==> config.mk <==
export PLATFORM = sky130hd
export DESIGN_NAME = pad_event_router
export DESIGN_NICKNAME = d
export VERILOG_FILES = /design/src/rtl/pev_pkg.sv /design/src/rtl/pev_decode.sv /design/src/rtl/pev_status.sv /design/src/rtl/pev_notify_fifo.sv /design/src/rtl/pad_event_router.sv
export SDC_FILE = /design/constraint.sdc
export NUM_CORES = 1
export LEC_CHECK = 0
export CAP_MARGIN = 20
export CORE_ASPECT_RATIO = 2
export CORE_MARGIN = 1
export CORE_UTILIZATION = 53
export DETAILED_ROUTE_END_ITERATION = 7
export PLACE_DENSITY = 0.9
export SETUP_SLACK_MARGIN = 0.2
export SLEW_MARGIN = 20
export SYNTH_ARGS = -nofsm -noshare
export SYNTH_HDL_FRONTEND = slang
export SYNTH_SLANG_ARGS = --single-unit
==> constraint.sdc <==
create_clock -name clk -period 27.2 [get_ports clk]
set_input_delay 5.44 -clock clk [delete_from_list [all_inputs] [get_ports clk]]
set_output_delay 5.44 -clock clk [all_outputs]
set_load 0.02 [all_outputs]
==> src/rtl/pev_pkg.sv <==
// Package: shared owner encoding and the agent-validity helper.
// Assumes owner codes are 2 bits wide; code 00 always means host.
package pev_pkg;

    typedef enum logic [1:0] {
        OWN_HOST = 2'b00,
        OWN_AG1  = 2'b01,
        OWN_AG2  = 2'b10,
        OWN_AG3  = 2'b11
    } owner_e;

    // True when the code names an agent that the build implements.
    function automatic logic agent_valid(input logic [1:0] code, input logic [2:0] present);
        logic ok;
        case (code)
            OWN_AG1: ok = present[0];
            OWN_AG2: ok = present[1];
            OWN_AG3: ok = present[2];
            default: ok = 1'b0;
        endcase
        return ok;
    endfunction

endpackage

==> src/rtl/pev_decode.sv <==
// Module: per-pad steering of one event strobe to host status classes or
// to an agent notification request. Purely combinational.
// Assumes: owner codes whose agent is absent are handled as host-owned.
module pev_decode #(
    parameter int       NUM_PADS       = 8,
    parameter bit [2:0] AGENTS_PRESENT = 3'b111
) (
    input  logic [NUM_PADS-1:0]   evt,
    input  logic [2*NUM_PADS-1:0] owner,
    input  logic [NUM_PADS-1:0]   drv_mode,
    input  logic [NUM_PADS-1:0]   notify_en,
    input  logic [NUM_PADS-1:0]   gpe_en,
    input  logic [NUM_PADS-1:0]   nmi_en,
    input  logic [NUM_PADS-1:0]   smi_en,
    output logic [NUM_PADS-1:0]   agent_own,
    output logic [NUM_PADS-1:0]   gen_set,
    output logic [NUM_PADS-1:0]   gpe_set,
    output logic [NUM_PADS-1:0]   nmi_set,
    output logic [NUM_PADS-1:0]   smi_set,
    output logic [NUM_PADS-1:0]   notify_req,
    output logic [2*NUM_PADS-1:0] dest
);
    import pev_pkg::*;

    for (genvar i = 0; i < NUM_PADS; i++) begin : g_pad
        logic [1:0] code;
        logic       host_evt;

        // Classify the pad's owner and split its event into routes.
        always_comb begin
            code            = owner[2*i +: 2];
            agent_own[i]    = agent_valid(code, AGENTS_PRESENT);
            host_evt        = evt[i] & ~agent_own[i];
            gen_set[i]      = host_evt &  drv_mode[i];
            gpe_set[i]      = host_evt & ~drv_mode[i] & gpe_en[i];
            nmi_set[i]      = host_evt & ~drv_mode[i] & nmi_en[i];
            smi_set[i]      = host_evt & ~drv_mode[i] & smi_en[i];
            notify_req[i]   = evt[i] & agent_own[i] & notify_en[i];
            dest[2*i +: 2]  = agent_own[i] ? code : OWN_HOST;
        end
    end

endmodule

==> src/rtl/pev_status.sv <==
// Module: one class of sticky host status bits with write-1-to-clear.
// Assumes: set and clear are single-cycle strobes; set has priority.
module pev_status #(
    parameter int NUM_PADS = 8
) (
    input  logic                clk,
    input  logic                rst_n,
    input  logic [NUM_PADS-1:0] set,
    input  logic [NUM_PADS-1:0] clr,
    output logic [NUM_PADS-1:0] sts
);

    // Hold, clear on write-1, and let a same-cycle event win.
    always_ff @(posedge clk) begin
        if (!rst_n) sts <= '0;
        else        sts <= (sts & ~clr) | set;
    end

    for (genvar i = 0; i < NUM_PADS; i++) begin : g_chk
        AST_SET_WINS: assert property (@(posedge clk) disable iff (!rst_n)
            set[i] |=> sts[i]);
        AST_CLEAR_TAKES: assert property (@(posedge clk) disable iff (!rst_n)
            (clr[i] && !set[i]) |=> !sts[i]);
    end

endmodule

==> src/rtl/pev_notify_fifo.sv <==
// Module: notification queue that accepts several requests per cycle,
// packing them lowest pad first; requests with no room are dropped and
// flagged in a sticky overflow bit.
// Assumes: DEPTH is a power of two and at least 2.
module pev_notify_fifo #(
    parameter int NUM_PADS = 8,
    parameter int DEPTH    = 4,
    parameter int IDXW     = (NUM_PADS > 1) ? $clog2(NUM_PADS) : 1
) (
    input  logic                  clk,
    input  logic                  rst_n,
    input  logic [NUM_PADS-1:0]   req,
    input  logic [2*NUM_PADS-1:0] req_dest,
    input  logic                  ready,
    output logic                  valid,
    output logic [IDXW-1:0]       head_pad,
    output logic [1:0]            head_dest,
    output logic                  ovf
);
    localparam int PW = $clog2(DEPTH);
    localparam int CW = PW + 1;

    logic [IDXW-1:0] mem_pad  [DEPTH];
    logic [1:0]      mem_dest [DEPTH];
    logic [PW-1:0]   rd_ptr, wr_ptr;
    logic [CW-1:0]   count;

    logic            pop;
    logic [CW-1:0]   free_slots;
    logic [CW-1:0]   n_push;
    logic            drop;
    logic [PW-1:0]   wr_idx;
    logic            slot_we   [DEPTH];
    logic [IDXW-1:0] slot_pad  [DEPTH];
    logic [1:0]      slot_dest [DEPTH];

    // Head of queue view.
    always_comb begin
        valid     = (count != '0);
        head_pad  = mem_pad[rd_ptr];
        head_dest = mem_dest[rd_ptr];
        pop       = valid & ready;
    end

    // Pack this cycle's requests into free slots in ascending pad order.
    always_comb begin
        free_slots = CW'(DEPTH) - count + CW'(pop);
        n_push     = '0;
        drop       = 1'b0;
        wr_idx     = '0;
        for (int d = 0; d < DEPTH; d++) begin
            slot_we[d]   = 1'b0;
            slot_pad[d]  = '0;
            slot_dest[d] = '0;
        end
        for (int i = 0; i < NUM_PADS; i++) begin
            if (req[i]) begin
                if (n_push < free_slots) begin
                    wr_idx            = wr_ptr + n_push[PW-1:0];
                    slot_we[wr_idx]   = 1'b1;
                    slot_pad[wr_idx]  = IDXW'(i);
                    slot_dest[wr_idx] = req_dest[2*i +: 2];
                    n_push            = n_push + 1'b1;
                end else begin
                    drop = 1'b1;
                end
            end
        end
    end

    // Store the packed entries.
    always_ff @(posedge clk) begin
        for (int d = 0; d < DEPTH; d++) begin
            if (slot_we[d]) begin
                mem_pad[d]  <= slot_pad[d];
                mem_dest[d] <= slot_dest[d];
            end
        end
    end

    // Advance pointers, occupancy and the sticky overflow flag.
    always_ff @(posedge clk) begin
        if (!rst_n) begin
            rd_ptr <= '0;
            wr_ptr <= '0;
            count  <= '0;
            ovf    <= 1'b0;
        end else begin
            rd_ptr <= rd_ptr + PW'(pop);
            wr_ptr <= wr_ptr + n_push[PW-1:0];
            count  <= count + n_push - CW'(pop);
            ovf    <= ovf | drop;
        end
    end

    AST_NO_OVERFLOW: assert property (@(posedge clk) disable iff (!rst_n)
        count <= CW'(DEPTH));
    AST_OVF_STICKY: assert property (@(posedge clk) disable iff (!rst_n)
        ovf |=> ovf);
    AST_HEAD_HELD: assert property (@(posedge clk) disable iff (!rst_n)
        (valid && !ready) |=> (valid && $stable(head_pad) && $stable(head_dest)));

endmodule

==> src/rtl/pad_event_router.sv <==
// Module: top of the pad input event router. Decodes each pad's owner,
// updates four sticky host status classes and queues agent notifications.
// Assumes: evt_i is already a one-cycle strobe per detected pad event.
module pad_event_router #(
    parameter int       NUM_PADS       = 8,
    parameter int       FIFO_DEPTH     = 4,
    parameter bit [2:0] AGENTS_PRESENT = 3'b111,
    parameter int       IDXW           = (NUM_PADS > 1) ? $clog2(NUM_PADS) : 1
) (
    input  logic                  clk,
    input  logic                  rst_n,
    input  logic [NUM_PADS-1:0]   evt_i,
    input  logic [2*NUM_PADS-1:0] owner_i,
    input  logic [NUM_PADS-1:0]   drv_mode_i,
    input  logic [NUM_PADS-1:0]   notify_en_i,
    input  logic [NUM_PADS-1:0]   gpe_en_i,
    input  logic [NUM_PADS-1:0]   nmi_en_i,
    input  logic [NUM_PADS-1:0]   smi_en_i,
    input  logic [NUM_PADS-1:0]   gen_clr_i,
    input  logic [NUM_PADS-1:0]   gpe_clr_i,
    input  logic [NUM_PADS-1:0]   nmi_clr_i,
    input  logic [NUM_PADS-1:0]   smi_clr_i,
    output logic [NUM_PADS-1:0]   gen_sts_o,
    output logic [NUM_PADS-1:0]   gpe_sts_o,
    output logic [NUM_PADS-1:0]   nmi_sts_o,
    output logic [NUM_PADS-1:0]   smi_sts_o,
    output logic                  msg_valid_o,
    output logic [IDXW-1:0]       msg_pad_o,
    output logic [1:0]            msg_dest_o,
    input  logic                  msg_ready_i,
    output logic                  ovf_o
);

    logic [NUM_PADS-1:0]   agent_own;
    logic [NUM_PADS-1:0]   gen_set, gpe_set, nmi_set, smi_set;
    logic [NUM_PADS-1:0]   notify_req;
    logic [2*NUM_PADS-1:0] dest;

    pev_decode #(
        .NUM_PADS       (NUM_PADS),
        .AGENTS_PRESENT (AGENTS_PRESENT)
    ) u_decode (
        .evt        (evt_i),
        .owner      (owner_i),
        .drv_mode   (drv_mode_i),
        .notify_en  (notify_en_i),
        .gpe_en     (gpe_en_i),
        .nmi_en     (nmi_en_i),
        .smi_en     (smi_en_i),
        .agent_own  (agent_own),
        .gen_set    (gen_set),
        .gpe_set    (gpe_set),
        .nmi_set    (nmi_set),
        .smi_set    (smi_set),
        .notify_req (notify_req),
        .dest       (dest)
    );

    pev_status #(.NUM_PADS(NUM_PADS)) u_gen_sts (
        .clk (clk), .rst_n (rst_n), .set (gen_set), .clr (gen_clr_i), .sts (gen_sts_o));
    pev_status #(.NUM_PADS(NUM_PADS)) u_gpe_sts (
        .clk (clk), .rst_n (rst_n), .set (gpe_set), .clr (gpe_clr_i), .sts (gpe_sts_o));
    pev_status #(.NUM_PADS(NUM_PADS)) u_nmi_sts (
        .clk (clk), .rst_n (rst_n), .set (nmi_set), .clr (nmi_clr_i), .sts (nmi_sts_o));
    pev_status #(.NUM_PADS(NUM_PADS)) u_smi_sts (
        .clk (clk), .rst_n (rst_n), .set (smi_set), .clr (smi_clr_i), .sts (smi_sts_o));

    pev_notify_fifo #(
        .NUM_PADS (NUM_PADS),
        .DEPTH    (FIFO_DEPTH),
        .IDXW     (IDXW)
    ) u_fifo (
        .clk       (clk),
        .rst_n     (rst_n),
        .req       (notify_req),
        .req_dest  (dest),
        .ready     (msg_ready_i),
        .valid     (msg_valid_o),
        .head_pad  (msg_pad_o),
        .head_dest (msg_dest_o),
        .ovf       (ovf_o)
    );

    for (genvar i = 0; i < NUM_PADS; i++) begin : g_chk
        AST_AGENT_MASKS_HOST: assert property (@(posedge clk) disable iff (!rst_n)
            (evt_i[i] && agent_own[i] && !(gen_sts_o[i] || gpe_sts_o[i] || nmi_sts_o[i] || smi_sts_o[i]))
            |=> !(gen_sts_o[i] || gpe_sts_o[i] || nmi_sts_o[i] || smi_sts_o[i]));
        AST_DRV_ONLY_GEN: assert property (@(posedge clk) disable iff (!rst_n)
            (evt_i[i] && !agent_own[i] && drv_mode_i[i] && !gpe_sts_o[i] && !nmi_sts_o[i] && !smi_sts_o[i])
            |=> (!gpe_sts_o[i] && !nmi_sts_o[i] && !smi_sts_o[i]));
        AST_ACPI_NO_GEN: assert property (@(posedge clk) disable iff (!rst_n)
            (evt_i[i] && !agent_own[i] && !drv_mode_i[i] && !gen_sts_o[i]) |=> !gen_sts_o[i]);
    end

    AST_HOST_NO_MSG: assert property (@(posedge clk) disable iff (!rst_n)
        ((evt_i & agent_own) == '0 && !msg_valid_o) |=> !msg_valid_o);
    AST_DEST_IS_AGENT: assert property (@(posedge clk) disable iff (!rst_n)
        msg_valid_o |-> (msg_dest_o != 2'b00));

endmodule

==> run metrics, run 1 <==
status=finished clean; Worst VDD drop=0.0766 mV; CP Launch Type=input port; post-DP HPWL=12600 um; Avg Vias per Cell=between 6 and 7; DIE AREA=0.00978 mm^2; port bufs=about 140; worst reg2reg setup slack=15.35 ns; top post-synthesis cells by area=dfxtp_1 16%, edfxtp_1 12%, mux2_2 9.8%, ha_1 7.6%, nor2_1 5.7%; Most used DFF post-synth=dfxtp_1; Max-Cap Viols=0; Antenna diodes=0; share of the synthesized area in the top cell type=16.1%; Reg2Reg Launch Point=u_fifo.count[2]; pin count of the biggest net entering global routing=36; H-tree depth=3; share of cells above drive strength 1=12.9%; synth-to-layout area growth=35.3%; most frequent cells in the layout=137 x clkdlybuf4s50_1, 76 x nor2_1, 50 x a21oi_1; Crit. End Element=flop; Final Hold Fails=0; CTS buffer count=9; CTS max path bufs=2; Hold Path Sink=u_gen_sts.sts[5]; initial antenna violation count=0; syn_area_per_cell=8.70 um^2; number of global-route vias before repair=5337; post-CTS sizing=0; Fin Setup TNS=0 ns; Mapped Nets=701; Leakage=2.77 nW; Net count, final=836; Worst-Skew Late Latency=0.33 ns; Synth Register Bits=60; GPL Wtd Cong=0.958; final setup vio count=0; Req. time, crit path=27.47 ns; pwr dens=108 mW/mm^2; Tightest Pin Transition=approximately 0.8 ns; Inst Count DP=a little under 800; GR Util All Layers=between 30 and 40%; met3 wire len=920 um; kind of critical path=input port to flop; Worst Path Arrival=16.88 ns; final std cells w/o fill=813; Core ar.=0.00901 mm^2; fin crit share=around 61%; Routed Wire Length=16000 um; root buffer cell=clkbuf_16; DR vias=5009; highest clock rate=between 60 and 70 MHz; met1 WL=about 5200 um; cell repeated most along the worst path=ha_1; Hold Crit Start=u_gen_sts.sts[5]; postcts setup bufs=0; I/O pins=138; most common cell after layout, fill and taps aside=clkdlybuf4s50_1; cell taking the most area after synthesis=dfxtp_1; async set or reset register ratio after synthesis=0%; drt wl/cell=19.7 um; Top Metal Used=met4; Warnings, synthesis=0; reg-to-reg critical path endpoint=u_fifo.count[2]; Yosys cell types=roughly 70; wire length on met2=8640 um; router iterations before antenna repair=5; CTS Hold Bufs=0; final core utilization=74.6%; Post-Synthesis Cell Area=0.00497 mm^2; Worst Skew=0.00552 ns; CP max-delay cell=clkdlybuf4s50_1; # DRC=0; Slew Limit Headroom=46.5%; CP max stage delay=~0.45 ns; RSZ-0062 raised after global routing=no; CTS tree=yes; hold path depth=2; antenna viol nets, final=0; Final Max Tran Viols=0; first-pass GRT wire length=24900 um; Tmin final=between 15 and 20 ns; initial DRC count=roughly 230; R2R depth=51; Starting Density=55.1%; Mapped Cells=571; total grt overflow=0; Final Power=between 0.7 and 0.8 mW; Seq/Total Area, Yosys=between 20 and 30%; Clk pin slew, worst setup/hold paths=0.06 ns; Sink Count=60; CP Max Fanout=7; site row count=slightly below 50; die width=between 70 and 80 um; Chip Height=139 um; EDFF count, synth=20; fillers=629; Min-Delay Path Class=flop to flop
[power by group]
| part | total, mW | switching [mW] | internal, mW | leakage [nW] |
|---|---|---|---|---|
| registers | 0.149 | 0.0164 | 0.132 | 0.509 |
| logic | 0.464 | 0.261 | 0.203 | 2.12 |
| clock network | 0.113 | 0.0426 | 0.0708 | 0.139 |
[cell type report]
| type | instances | area, um^2 | share of cell area [%] |
|---|---|---|---|
| Clock inverter | 6 | 63.8 | 0.950 |
| Multi-Input combinational cell | 471 | 3410 | 50.8 |
| Sequential cell | 60 | 1400 | 20.9 |
| Timing Repair Buffer | 139 | 1390 | 20.7 |
| Clock buffer | 10 | 229 | 3.41 |
| Tap cell | 102 | 128 | 1.90 |
| Inverter | 25 | 93.8 | 1.40 |
[worst max-delay path: cells and delay by family]
kind,cells,cell delay [ns]
muxes,2,0.41
and+or+nand+nor,11,1.45
adders and majority gates,10,3.15
AOI/OAI and AO/OA,16,3.97
buffers and inverters,4,0.77
xor gates and xnor gates,8,1.68
[worst max-delay path by stage]
stage                      from               to  slack, ns
floorplan           msg_ready_i  u_fifo.count[2]      12.29
global placement    msg_ready_i  u_fifo.count[2]      10.99
detailed placement  msg_ready_i  u_fifo.count[2]      10.45
CTS                 msg_ready_i  u_fifo.count[2]      10.75
global route        msg_ready_i  u_fifo.count[2]       9.86
finish              msg_ready_i  u_fifo.count[2]      10.59
[registers in the layout, summed over array words and instances (netlist names)]
name,flops
u_fifo.mem_pad,12
u_fifo.mem_dest,8
u_gen_sts.sts,8
u_gpe_sts.sts,8
u_nmi_sts.sts,8
u_smi_sts.sts,8
u_fifo.count,3
u_fifo.rd_ptr,2
u_fifo.wr_ptr,2
u_fifo.ovf,1
[metal layers]
layer	vias to the layer above	global-route usage, %
met5	-	0
met2	260	60.6
li1	2333	-
met3	85	7.19
met1	2331	29.6
met4	0	26.5
[logic make-up after synthesis]
| logic type | Yosys count | synth area share [%] |
|---|---|---|
| simple gates | 237 | 24.3 |
| compound gates | 110 | 15.4 |
| mux | 63 | 15.5 |
| flops | 60 | 28.2 |
| buf+inv | 40 | 3.10 |
| fa+ha+maj | 31 | 7.96 |
| xor+xnor | 30 | 5.59 |
[Yosys cell counts (3+ instances only)]
library cell,instances
nand3b_1,3
mux2i_1,7
inv_1,23
a21oi_1,50
o21ai_0,9
a211o_1,3
o211ai_1,4
o21ai_1,3
clkbuf_1,12
and4_1,3
or3_1,10
xnor2_1,20
and3_1,4
a32oi_1,7
nor2_1,76
nor3_1,7
or4_1,4
mux2_1,5
nand4_1,3
mux2_2,43
a211oi_1,3
dfxtp_1,40
mux4_2,5
and2_1,6
nor3_2,4
edfxtp_1,20
nand2_1,46
ha_1,30
or2_2,3
xor2_1,8
a31oi_1,4
nand2b_1,5
nand3_1,20
nor2b_1,33
buf_2,3
mux2_4,3
o21a_1,3
[stage by stage]
step                cell area (um^2)  setup slack (ns)  hold WS [ns]
floorplan                       4970             12.29         0.555
global placement                6410             10.99         0.462
detailed placement              6410             10.45         0.479
CTS                             6710             10.75         0.495
global route                    6720              9.86         0.518
finish                          6720             10.59         0.495
Note: power is estimated with default switching activity, not from simulation.
==> inputs of run 2 (changes only) <==
Settings changed: CORE_UTILIZATION 53 to 49, PLACE_DENSITY 0.9 to 0.84.
Clock period 27.2 ns to 16.7 ns, I/O delays scaled along.
==> run 2 against run 1 <==
Combinational power increased by 64%. Largest cell class unchanged. Flip-flop and latch count stayed put. Power rose by 66%. Clock skew is 0.00053 ns higher. Core utilization down 5.3 points. Non-clock buffer count is 2 lower. Wire length up 3.7%. Critical path depth up 1. Sequential share of layout area shrank 0.14 points. Global-route usage grew 0.16 points. Clock power grew 81%. Cell count increased by 3.4%.
==> run metrics, run 2 (same netlist as run 1, synthesis figures left out) <==
die width=73.2 um (was 70.4 um); Routed Wire Length=16600 um (was 16000 um); site row count=51 (was 49); Sink Count=60 (unchanged); cell repeated most along the worst path=ha_1 (unchanged); Chip Height=144 um (was 139 um); Clk pin slew, worst setup/hold paths=0.06 ns (about the same); I/O pins=138 (unchanged); H-tree depth=3 (unchanged); status=finished clean (unchanged); GR Util All Layers=33.1% (was 33.0%); synth-to-layout area growth=36.3% (was 35.3%); max FFs per register=12 (unchanged); share of cells above drive strength 1=13.0% (was 12.9%); Net count, final=834 (was 836); Final Hold Fails=0 (unchanged); initial DRC count=316 (was 232); router iterations before antenna repair=5 (unchanged); CP max-delay cell=clkdlybuf4s50_1 (unchanged); largest register by flop count=u_fifo.mem_pad (unchanged); Fin Setup TNS=0 ns (unchanged); most frequent cells in the layout=137 x clkdlybuf4s50_1, 76 x nor2_1, 50 x a21oi_1 (unchanged); CTS buffer count=9 (unchanged); Avg Vias per Cell=6.04 (was 6.16); Post-DP Area=0.00644 mm^2 (was 0.00641 mm^2); Placement Setup Slack=2.09 ns (was 10.45 ns); GPL Wtd Cong=0.919 (was 0.958); Reg power frac=20.1% (was 20.5%); hold_ws=0.498 ns (was 0.495 ns); Slew Limit Headroom=37.9% (was 46.5%); Tmin final=14.53 ns; pwr dens=178 mW/mm^2 (was 108 mW/mm^2); Worst-Skew Late Latency=0.34 ns (was 0.33 ns); root buffer cell=clkbuf_16 (unchanged); antenna viol nets, final=0 (unchanged); fin area=0.00677 mm^2 (was 0.00672 mm^2); Reg2Reg Launch Point=u_fifo.count[2] (unchanged); clock share of power=16.9% (was 15.6%); final core utilization=69.3% (was 74.6%); final setup vio count=0 (unchanged); CP Launch Type=input port (unchanged); first-pass GRT wire length=26000 um (was 24900 um); post-CTS sizing=0 (unchanged); DR vias=5077 (was 5009); most common cell after layout, fill and taps aside=clkdlybuf4s50_1 (unchanged); Internal Power=0.677 mW (was 0.406 mW); CTS Hold Bufs=0 (unchanged); switching power total=0.530 mW (was 0.320 mW); CTS max path bufs=2 (unchanged); Tightest Pin Transition=0.927 ns (was 0.801 ns); Leakage=2.78 nW (was 2.77 nW); Req. time, crit path=16.97 ns (was 27.47 ns); Final Max Tran Viols=0 (unchanged); Setup crit start=msg_ready_i (unchanged); Inst Count DP=825 (was 796); Max-Cap Viols=0 (unchanged); final worst setup slack=2.17 ns (was 10.59 ns); Antenna diodes=0 (unchanged); postcts setup bufs=0 (unchanged); drt wl/cell=19.7 um (about the same); CP Max Fanout=7 (unchanged); Crit. End Element=flop (unchanged); DIE AREA=0.0106 mm^2 (was 0.00978 mm^2); Final Power=1.21 mW (was 0.726 mW); Worst VDD drop=0.0982 mV (was 0.0766 mV); initial antenna violation count=0 (unchanged); post-DP HPWL=12900 um (was 12600 um); Hold Crit Start=u_gen_sts.sts[3] (was u_gen_sts.sts[5]); sw frac=43.9% (was 44.1%); RSZ-0062 raised after global routing=no (unchanged); Worst Path Arrival=14.80 ns (was 16.88 ns); Core ar.=0.00976 mm^2 (was 0.00901 mm^2); highest clock rate=between 60 and 70 MHz; number of global-route vias before repair=5371 (was 5337); Min-Delay Path Class=flop to flop (unchanged); pin count of the biggest net entering global routing=36 (unchanged); port bufs=137 (unchanged); Starting Density=50.9% (was 55.1%); Worst Skew=0.00605 ns (was 0.00552 ns); CP max stage delay=0.46 ns (was 0.45 ns); fin crit share=87.0%; final std cells w/o fill=841 (was 813); total grt overflow=0 (unchanged); Comb power frac=63.0% (was 63.9%); kind of critical path=input port to flop (unchanged); # DRC=0 (unchanged); CTS tree=yes (unchanged)
## run 2: cell types whose count changed in the layout (fill, tap and decap cells not counted)
cell / before / now
buf_4: 1 / 0
buf_8: 1 / 0
bufinv_16: 1 / 2
clkbuf_1: 1 / 0
clkinv_1: 1 / 0
clkinv_2: 2 / 1
clkinv_4: 0 / 1
clkinvlp_4: 2 / 1
inv_2: 1 / 2
inv_6: 1 / 2
## run 2: path summary, 6_finish.rpt
| path | end | slack (ns) | cells past startpoint |
|---|---|---|---|
| worst max register to register | u_fifo.count[2] | 4.83 | 52 |
| worst max-delay path | u_fifo.count[2] | 2.17 | 52 |
| worst min register to register | u_gen_sts.sts[3] | 0.50 | 2 |
| worst min-delay path | u_gen_sts.sts[3] | 0.50 | 2 |
## run 2: worst max-delay path: cells and delay by family
family	cells	cell delay [ns]
XOR/XNOR	8	1.68
multiplexers	2	0.41
adder cells (fa/ha/maj)	10	3.10
buffers and inverters	4	0.77
AO/OA/AOI/OAI	15	3.62
AND/OR/NAND/NOR	13	1.86
## run 2: area by class of cell
cell class                      instances  area, um^2
Clock inverter                          7        98.8
Multi-Input combinational cell        471        3410
Inverter                               25        93.8
Timing Repair Buffer                  137        1370
Clock buffer                            9         225
Tap cell                              132         165
Sequential cell                        60        1400
Fill cell                             727        3000
## run 2: layer usage
metal  global-route usage (%)  routed length (um)  vias up
met5                        0                   0        -
met4                     21.2                 919        0
met3                     5.85                 926       79
met2                     64.3                9330      284
met1                     30.0                5420     2380
li1                         -                   -     2334
## run 2: power by group through the flow
stage	clock, mW	combinational, mW	sequential, mW
finish	0.205	0.760	0.242
global route	0.210	0.816	0.246
CTS	0.205	0.743	0.242
detailed placement	0	0.736	0.245
global placement	0	0.702	0.242
floorplan	0	0.556	0.229
==> inputs of run 3 (changes only) <==
Settings changed: SETUP_SLACK_MARGIN 0.2 to default.
==> results of run 3 <==
Same layout as run 2: the final DEF is identical, and so are final timing and power.
